**src/rtl/dma_copy_pkg.sv**
```systemverilog
package dma_copy_pkg;
  typedef enum logic [1:0] {
    MV_IDLE  = 2'd0,
    MV_READ  = 2'd1,
    MV_WRITE = 2'd2
  } mv_state_e;

  localparam logic [2:0] SEL_MODE   = 3'd0;
  localparam logic [2:0] SEL_STAT   = 3'd1;
  localparam logic [2:0] SEL_SRC_LO = 3'd2;
  localparam logic [2:0] SEL_DST_LO = 3'd3;
  localparam logic [2:0] SEL_SRC_HI = 3'd4;
  localparam logic [2:0] SEL_DST_HI = 3'd5;
  localparam logic [2:0] SEL_COUNT  = 3'd6;

  localparam int STAT_BUSY_BIT = 0;
  localparam int STAT_RERR_BIT = 1;
  localparam int STAT_WERR_BIT = 2;
endpackage

```
**src/rtl/dma_copy_rst_sync.sv**
```systemverilog
module dma_copy_rst_sync #(
  parameter int STAGES = 2
) (
  input  logic clk,
  input  logic rst_n_in,
  output logic rst_n_out
);
  logic [STAGES-1:0] sync_q;

  always_ff @(posedge clk or negedge rst_n_in) begin
    if (!rst_n_in) sync_q <= '0;
    else           sync_q <= {sync_q[STAGES-2:0], 1'b1};
  end

  assign rst_n_out = sync_q[STAGES-1];
endmodule

```
**src/rtl/dma_copy_regs.sv**
```systemverilog
module dma_copy_regs
  import dma_copy_pkg::*;
#(
  parameter int ADDR_W = 40,
  parameter int CNT_W  = 26
) (
  input  logic              clk,
  input  logic              rst_n,
  input  logic              reg_we,
  input  logic [2:0]        reg_sel,
  input  logic [31:0]       reg_wdata,
  output logic [31:0]       reg_rdata,
  input  logic              busy_i,
  input  logic              rd_err_i,
  input  logic              wr_err_i,
  output logic              launch_o,
  output logic [ADDR_W-1:0] src_o,
  output logic [ADDR_W-1:0] dst_o,
  output logic [CNT_W-1:0]  cnt_o
);
  localparam int HI_W = ADDR_W - 32;

  logic            start_q, start_d;
  logic [31:0]     src_lo_q, dst_lo_q;
  logic [HI_W-1:0] src_hi_q, dst_hi_q;
  logic [CNT_W-1:0] cnt_q;
  logic            rerr_q, rerr_d, werr_q, werr_d;

  logic cfg_open;
  logic mode_wr, stat_wr;
  logic en_src_lo, en_dst_lo, en_src_hi, en_dst_hi, en_cnt;

  always_comb begin
    cfg_open  = !busy_i;
    mode_wr   = reg_we && (reg_sel == SEL_MODE) && cfg_open;
    stat_wr   = reg_we && (reg_sel == SEL_STAT);
    en_src_lo = reg_we && (reg_sel == SEL_SRC_LO) && cfg_open;
    en_dst_lo = reg_we && (reg_sel == SEL_DST_LO) && cfg_open;
    en_src_hi = reg_we && (reg_sel == SEL_SRC_HI) && cfg_open;
    en_dst_hi = reg_we && (reg_sel == SEL_DST_HI) && cfg_open;
    en_cnt    = reg_we && (reg_sel == SEL_COUNT)  && cfg_open;

    start_d  = mode_wr ? reg_wdata[0] : start_q;
    launch_o = mode_wr && reg_wdata[0] && !start_q;

    rerr_d = rerr_q;
    if (stat_wr && reg_wdata[STAT_RERR_BIT]) rerr_d = 1'b0;
    if (rd_err_i) rerr_d = 1'b1;
    werr_d = werr_q;
    if (stat_wr && reg_wdata[STAT_WERR_BIT]) werr_d = 1'b0;
    if (wr_err_i) werr_d = 1'b1;
  end

  always_ff @(posedge clk or negedge rst_n) begin
    if (!rst_n) begin
      start_q  <= 1'b0;
      rerr_q   <= 1'b0;
      werr_q   <= 1'b0;
      src_lo_q <= '0;
      dst_lo_q <= '0;
      src_hi_q <= '0;
      dst_hi_q <= '0;
      cnt_q    <= '0;
    end else begin
      start_q <= start_d;
      rerr_q  <= rerr_d;
      werr_q  <= werr_d;
      if (en_src_lo) src_lo_q <= reg_wdata;
      if (en_dst_lo) dst_lo_q <= reg_wdata;
      if (en_src_hi) src_hi_q <= reg_wdata[HI_W-1:0];
      if (en_dst_hi) dst_hi_q <= reg_wdata[HI_W-1:0];
      if (en_cnt)    cnt_q    <= reg_wdata[CNT_W-1:0];
    end
  end

  always_comb begin
    reg_rdata = '0;
    case (reg_sel)
      SEL_MODE:   reg_rdata = {31'd0, start_q};
      SEL_STAT:   reg_rdata = {29'd0, werr_q, rerr_q, busy_i};
      SEL_SRC_LO: reg_rdata = src_lo_q;
      SEL_DST_LO: reg_rdata = dst_lo_q;
      SEL_SRC_HI: reg_rdata = {{(32-HI_W){1'b0}}, src_hi_q};
      SEL_DST_HI: reg_rdata = {{(32-HI_W){1'b0}}, dst_hi_q};
      SEL_COUNT:  reg_rdata = {{(32-CNT_W){1'b0}}, cnt_q};
      default:    reg_rdata = '0;
    endcase
  end

  assign src_o = {src_hi_q, src_lo_q};
  assign dst_o = {dst_hi_q, dst_lo_q};
  assign cnt_o = cnt_q;

  p_cfg_frozen_r10: assert property (@(posedge clk) disable iff (!rst_n)
    busy_i && reg_we && (reg_sel == SEL_SRC_LO) |=> $stable(src_lo_q));

  p_start_held_r9: assert property (@(posedge clk) disable iff (!rst_n)
    $fell(busy_i) |-> start_q);

  p_w1c_clear_r7: assert property (@(posedge clk) disable iff (!rst_n)
    reg_we && (reg_sel == SEL_STAT) && (reg_wdata == 32'hFFFF_FFFF) && !rd_err_i && !wr_err_i
    |=> !rerr_q && !werr_q);
endmodule

```
**src/rtl/dma_copy_mover.sv**
```systemverilog
module dma_copy_mover
  import dma_copy_pkg::*;
#(
  parameter int ADDR_W = 40,
  parameter int CNT_W  = 26,
  parameter int DATA_W = 32
) (
  input  logic              clk,
  input  logic              rst_n,
  input  logic              launch_i,
  input  logic [ADDR_W-1:0] src_i,
  input  logic [ADDR_W-1:0] dst_i,
  input  logic [CNT_W-1:0]  cnt_i,
  output logic              busy_o,
  output logic              rd_err_o,
  output logic              wr_err_o,
  output logic              mem_req,
  output logic              mem_we,
  output logic [ADDR_W-1:0] mem_addr,
  output logic [DATA_W/8-1:0] mem_be,
  output logic [DATA_W-1:0] mem_wdata,
  input  logic [DATA_W-1:0] mem_rdata,
  input  logic              mem_rsp_valid,
  input  logic              mem_rsp_err
);
  localparam int BE_W   = DATA_W / 8;
  localparam int LANE_W = $clog2(BE_W);

  mv_state_e         state_q, state_d;
  logic [ADDR_W-1:0] src_q, src_d, dst_q, dst_d;
  logic [CNT_W-1:0]  rem_q, rem_d, step;
  logic              word_q, word_d;
  logic [DATA_W-1:0] buf_q, buf_d;
  logic              load_en, cap_en, adv_en;
  logic [7:0]        rd_byte;
  logic [LANE_W-1:0] lane;

  always_comb begin
    step    = word_q ? CNT_W'(BE_W) : CNT_W'(1);
    rd_byte = mem_rdata[src_q[LANE_W-1:0]*8 +: 8];
    state_d = state_q;
    src_d   = src_q;
    dst_d   = dst_q;
    rem_d   = rem_q;
    word_d  = word_q;
    buf_d   = buf_q;
    load_en = 1'b0;
    cap_en  = 1'b0;
    adv_en  = 1'b0;
    rd_err_o = 1'b0;
    wr_err_o = 1'b0;
    case (state_q)
      MV_IDLE: begin
        if (launch_i && (cnt_i != '0)) begin
          load_en = 1'b1;
          src_d   = src_i;
          dst_d   = dst_i;
          rem_d   = cnt_i;
          word_d  = (src_i[LANE_W-1:0] == '0) && (dst_i[LANE_W-1:0] == '0)
                    && (cnt_i[LANE_W-1:0] == '0);
          state_d = MV_READ;
        end
      end
      MV_READ: begin
        if (mem_rsp_valid) begin
          if (mem_rsp_err) begin
            rd_err_o = 1'b1;
            state_d  = MV_IDLE;
          end else begin
            cap_en  = 1'b1;
            buf_d   = word_q ? mem_rdata : {BE_W{rd_byte}};
            state_d = MV_WRITE;
          end
        end
      end
      MV_WRITE: begin
        if (mem_rsp_valid) begin
          if (mem_rsp_err) begin
            wr_err_o = 1'b1;
            state_d  = MV_IDLE;
          end else begin
            adv_en  = 1'b1;
            src_d   = src_q + ADDR_W'(step);
            dst_d   = dst_q + ADDR_W'(step);
            rem_d   = rem_q - step;
            state_d = (rem_q == step) ? MV_IDLE : MV_READ;
          end
        end
      end
      default: state_d = MV_IDLE;
    endcase
  end

  always_ff @(posedge clk or negedge rst_n) begin
    if (!rst_n) begin
      state_q <= MV_IDLE;
      src_q   <= '0;
      dst_q   <= '0;
      rem_q   <= '0;
      word_q  <= 1'b0;
      buf_q   <= '0;
    end else begin
      state_q <= state_d;
      if (load_en || adv_en) begin
        src_q <= src_d;
        dst_q <= dst_d;
        rem_q <= rem_d;
      end
      if (load_en) word_q <= word_d;
      if (cap_en)  buf_q  <= buf_d;
    end
  end

  always_comb begin
    busy_o    = (state_q != MV_IDLE);
    mem_req   = busy_o;
    mem_we    = (state_q == MV_WRITE);
    mem_addr  = mem_we ? dst_q : src_q;
    lane      = mem_addr[LANE_W-1:0];
    mem_be    = word_q ? {BE_W{1'b1}} : (BE_W'(1) << lane);
    mem_wdata = buf_q;
  end

  p_req_held_r5: assert property (@(posedge clk) disable iff (!rst_n)
    mem_req && !mem_rsp_valid |=> mem_req && $stable(mem_addr) && $stable(mem_we));

  p_full_word_aligned_r5: assert property (@(posedge clk) disable iff (!rst_n)
    mem_req && (mem_be == {BE_W{1'b1}}) |-> (mem_addr[LANE_W-1:0] == '0));

  p_err_stops_r8: assert property (@(posedge clk) disable iff (!rst_n)
    busy_o && mem_rsp_valid && mem_rsp_err |=> !busy_o);

  p_busy_from_launch_r3: assert property (@(posedge clk) disable iff (!rst_n)
    $rose(busy_o) |-> $past(launch_i));

  p_zero_count_idle_r11: assert property (@(posedge clk) disable iff (!rst_n)
    !busy_o && launch_i && (cnt_i == '0) |=> !busy_o);
endmodule

```
**src/rtl/dma_copy_chan.sv**
```systemverilog
module dma_copy_chan #(
  parameter int ADDR_W = 40,
  parameter int CNT_W  = 26
) (
  input  logic              clk,
  input  logic              rst_n,
  input  logic              reg_we,
  input  logic [2:0]        reg_sel,
  input  logic [31:0]       reg_wdata,
  output logic [31:0]       reg_rdata,
  output logic              mem_req,
  output logic              mem_we,
  output logic [ADDR_W-1:0] mem_addr,
  output logic [3:0]        mem_be,
  output logic [31:0]       mem_wdata,
  input  logic [31:0]       mem_rdata,
  input  logic              mem_rsp_valid,
  input  logic              mem_rsp_err
);
  logic              rst_n_s;
  logic              busy, rd_err, wr_err, launch;
  logic [ADDR_W-1:0] src, dst;
  logic [CNT_W-1:0]  cnt;

  dma_copy_rst_sync #(.STAGES(2)) rst_sync_i (
    .clk(clk), .rst_n_in(rst_n), .rst_n_out(rst_n_s)
  );

  dma_copy_regs #(.ADDR_W(ADDR_W), .CNT_W(CNT_W)) regs_i (
    .clk(clk), .rst_n(rst_n_s),
    .reg_we(reg_we), .reg_sel(reg_sel), .reg_wdata(reg_wdata), .reg_rdata(reg_rdata),
    .busy_i(busy), .rd_err_i(rd_err), .wr_err_i(wr_err),
    .launch_o(launch), .src_o(src), .dst_o(dst), .cnt_o(cnt)
  );

  dma_copy_mover #(.ADDR_W(ADDR_W), .CNT_W(CNT_W), .DATA_W(32)) mover_i (
    .clk(clk), .rst_n(rst_n_s),
    .launch_i(launch), .src_i(src), .dst_i(dst), .cnt_i(cnt),
    .busy_o(busy), .rd_err_o(rd_err), .wr_err_o(wr_err),
    .mem_req(mem_req), .mem_we(mem_we), .mem_addr(mem_addr), .mem_be(mem_be),
    .mem_wdata(mem_wdata), .mem_rdata(mem_rdata),
    .mem_rsp_valid(mem_rsp_valid), .mem_rsp_err(mem_rsp_err)
  );

  p_no_req_in_reset_r1: assert property (@(posedge clk)
    !rst_n_s |-> !mem_req);
endmodule

```
**config.mk**
```make
export PLATFORM = sky130hd
export DESIGN_NAME = dma_copy_chan
export DESIGN_NICKNAME = d
export VERILOG_FILES = /design/src/rtl/dma_copy_pkg.sv /design/src/rtl/dma_copy_rst_sync.sv /design/src/rtl/dma_copy_regs.sv /design/src/rtl/dma_copy_mover.sv /design/src/rtl/dma_copy_chan.sv
export SDC_FILE = /design/constraint.sdc
export NUM_CORES = 1
export LEC_CHECK = 0
export BUFFER_PORTS_ARGS = -buffer_cell sky130_fd_sc_hd__buf_2
export CELL_PAD_IN_SITES_DETAIL_PLACEMENT = 1
export CELL_PAD_IN_SITES_GLOBAL_PLACEMENT = 1
export CORE_AREA = 4 4 204 167
export CTS_CLUSTER_DIAMETER = 30
export DETAILED_ROUTE_END_ITERATION = 6
export DIE_AREA = 0 0 208 171
export PLACE_DENSITY_LB_ADDON = 0.3
export SYNTH_ARGS = -nofsm -noshare
export SYNTH_HDL_FRONTEND = slang
export SYNTH_SLANG_ARGS = --single-unit
```
**constraint.sdc**
```tcl
create_clock -name clk -period 10.7 [get_ports clk]
set_clock_uncertainty 0.1 [all_clocks]
set_input_delay 1.605 -clock clk [delete_from_list [all_inputs] [get_ports clk]]
set_output_delay 1.605 -clock clk [all_outputs]
set_load 0.05 [all_outputs]
```
==> results.md <==
- Status: completed
- PD cells: 302 nW/um2
- Worst r2r src: mover_i.state_q[0]
- Clock tree buffer depth: 3
- End of the worst register-to-register path: mover_i.rem_q[17]
- Vias per inst: 6.23
- Fin nets: 1,778
- I/O pins: 182
- CP peak stage delay: 0.59 ns
- Arrival @ worst endpoint: 3.75 ns
- Final worst path period share: 51.0%
- Hpwl dp: 35.3 mm
- Hold Crit Start: rst_sync_i.sync_q[0]
- Hold WC Path Type: register to register
- Filler cells: 3,696
- Number of flops mapped to enable cells by yosys: 0
- Setup CP Type: input port to output port
- Post-route setup TNS: 0 ns
- Post-synthesis cell type count: 63
- Vias: 13,560
- Register area share after synthesis: 44.3%
- Vias in the first global route: 13,982
- GP Congestion: 0.878
- Die Wd: 208 um
- Antenna cells: 0
- Post-CTS sizing: 0
- Max-cap violations: 0
- Post-CTS Hold Buffers: 0
- Drt first pass iters: 5
- Adder-cell share of the synthesized area: 0.790%
- Mapped Area: 14,200 um2
- Setup WS pre-CTS: 5.26 ns
- Starting density of the core: 44.5%
- Crit-path slowest cell: nand2b_1
- Startpoint types: input port
- Mux share of post-synthesis cell area: 12.2%
- Routed length per instance: 24.2 um
- CTS tree: yes
- Post-synthesis cell count: 1,562
- Row cnt: 59
- Layout cell share with drive strength beyond 1: 25.1%
- Core Footprint: 32,000 um2
- Main flop type after synthesis: dfrtp_1
- Crit end category: output port
- Post-CTS repair timing setup buffer count: 0
- Leakage Power: 7.55 nW
- Worst setup path start: reg_sel[2]
- Final ANT Viol Nets: 0
- Total CTS buffers: 59
- Worst EP required: 9.00 ns
- Setup ws final: 5.24 ns
- Async S/R FF share, synth: 100%
- Top cell by count, worst path: buf_2
- Worst-path clk slew: 0.04 ns
- Synth Warn #: 0
- First-pass GRT wire length: 82.3 mm
- Endpoint, Worst Hold: rst_sync_i.sync_q[1]
- GR Overflow Total: 0
- Unrepaired setup endpoints after global routing: no
- Tmin final: 5.46 ns
- Fraction of synthesized cell area in xor and xnor cells: 0.123%
- Crit path cell chain: buf_2 -> buf_4 -> nand2b_1 -> nor2_1 -> a221o_1 -> buf_2
- IO Port Bufs: 181
- Mapped Nets: 1,643
- Design Area, Final: 17,500 um2
- DRC: 0
- DRT Wirelength: 52.6 mm
- Final Max Tran Viols: 0
- Area after DPL: 15,400 um2
- Syn Area/Cell: 9.12 um2
- Slew HR: 21.2%
- Reg2Reg Setup Slack: 6.21 ns
- Post-Synth Simple-Gate Area: 19.3%
- Peak supply drop: 0.000140 V
- Drt first-iter violations: 1,264
- Worst r2r path cells: 7
- Final Util: 54.6%
- Final hold vios: 0
- Final setup viols: 0
- Clk root buf: clkbuf_16
- Die height: 171 um
- Initial antenna violation count: 0
- Post-synthesis compound-gate area fraction: 19.4%
- Clk_lat worst skew: 0.58 ns
- Worst Max-Slew Pin Slew: 1.17 ns
- Flops & latches, synth: 252
- Hold path depth: 0
- Clock sink count: 252
- Worst-path maximum fanout: 35
- Die Area: 35,600 um2
- Largest family of logic cells by synthesized area: compound AO/OA/AOI/OAI gates
- H-tree depth: 2
- Area Overhead vs Synth: 22.7%
- Power, Total: 5.29 mW
- Gr usage total: 29.0%
- FMAX: 183 MHz
- Largest net degree at the start of global routing: 96
## routing by layer
metal  up-vias  track usage (%)  share of wire [%]
li1       6104                -                  -
met1      6905             40.8                 45
met2       452             45.7                 45
met3        99             6.18                6.5
met4         0             8.62                2.8
met5         -                0                  0
## cells by family (layout without fill, tap and decap cells)
family | after synthesis | after routing
xor gates and xnor gates | 2 | 2
muxes | 150 | 150
buffers and inverters | 142 | 328
adders and majority gates | 9 | 9
AOI/OAI and AO/OA | 420 | 420
DFF | 252 | 252
other | 1 | 1
and+or+nand+nor | 586 | 586
## through the flow
step                      hold WS [ns]  instances
after floorplan                  0.231       1562
after global routing             0.256       2175
final                            0.253       2175
after global placement           0.242       2063
after detailed placement         0.238       2063
after CTS                        0.256       2175
## flip-flops by register name (all words and copies together) (netlist names)
| signal | cells |
|---|---|
| mover_i.word_q | 1 |
| mover_i.src_q | 40 |
| regs_i.src_hi_q | 8 |
| regs_i.dst_hi_q | 8 |
| regs_i.cnt_o | 26 |
| regs_i.src_lo_q | 32 |
| regs_i.start_q | 1 |
| mover_i.dst_q | 40 |
| regs_i.werr_q | 1 |
| mover_i.mem_wdata | 32 |
| mover_i.state_q | 2 |
| rst_sync_i.sync_q | 2 |
| regs_i.rerr_q | 1 |
| regs_i.dst_lo_q | 32 |
| mover_i.rem_q | 26 |
## worst max-delay path by stage
stage / to / slack (ns) / depth (start not counted)
2_1_floorplan: mover_i.dst_q[0] / 3.06 / 0
3_3_place_gp: reg_rdata[5] / 5.33 / 6
3_5_place_dp: reg_rdata[6] / 5.26 / 6
4_1_cts: reg_rdata[5] / 5.26 / 6
5_1_grt: mem_addr[36] / 5.04 / 6
6_report: reg_rdata[6] / 5.24 / 6
## cell type report
type | instances | area, um2 | share of cell area (%)
multi-input combinational | 1168 | 7440 | 42.5
sequential | 252 | 6310 | 36.1
clock inverter | 33 | 455 | 2.60
clock buffer | 79 | 1640 | 9.39
timing repair buffer | 199 | 1040 | 5.95
inverter | 17 | 68.8 | 0.394
tap | 427 | 534 | 3.06
## power by group
group / leakage [nW] / switching, mW / internal [mW]
clock network: 1.00 / 0.582 / 1.31
registers: 3.01 / 0.426 / 1.28
logic: 3.55 / 1.15 / 0.540
total: 7.55 / 2.16 / 3.13
## cells in the mapped netlist (10+ instances only)
| cell type | count | area share, % |
|---|---|---|
| a21oi_1 | 106 | 3.7 |
| a22o_1 | 15 | 0.92 |
| a22oi_1 | 15 | 0.79 |
| a2bb2oi_1 | 17 | 1.0 |
| a31oi_1 | 56 | 2.5 |
| and2_1 | 30 | 1.3 |
| and3_1 | 14 | 0.61 |
| buf_1 | 15 | 0.40 |
| buf_2 | 10 | 0.35 |
| clkbuf_1 | 99 | 2.6 |
| dfrtp_1 | 252 | 44 |
| inv_1 | 16 | 0.42 |
| mux2_2 | 108 | 8.5 |
| mux2i_1 | 34 | 2.4 |
| nand2_1 | 232 | 6.1 |
| nand3_1 | 36 | 1.3 |
| nand4_1 | 45 | 2.0 |
| nor2_1 | 121 | 3.2 |
| nor2b_1 | 11 | 0.48 |
| nor3_1 | 29 | 1.0 |
| nor4_1 | 26 | 1.1 |
| o21ai_0 | 65 | 2.3 |
| o22a_1 | 23 | 1.4 |
| o22ai_1 | 50 | 2.2 |
| o2bb2a_1 | 10 | 0.70 |
| or3_1 | 10 | 0.44 |
## layout by cell type, fill, tap and decap left out, types with 14 or more instances in the layout
master	count
clkbuf_16	59
o22ai_1	50
o21ai_0	65
nor2_1	120
a31oi_1	56
nand3_1	35
buf_4	18
mux2_2	108
nand2_1	232
nor4_1	25
a2bb2oi_1	17
dfrtp_1	251
o22a_1	23
mux2i_1	34
buf_2	181
and3_1	14
nor3_1	29
inv_1	16
a21oi_1	106
a22o_1	14
and2_1	29
a22oi_1	14
nand4_1	45
## critical path, delay by kind of cell
family,cells,cell delay (ns)
simple gates,2,0.71
buf+inv,3,1.09
compound gates,1,0.30
No activity file was read; power rests on OpenSTA's default activity.
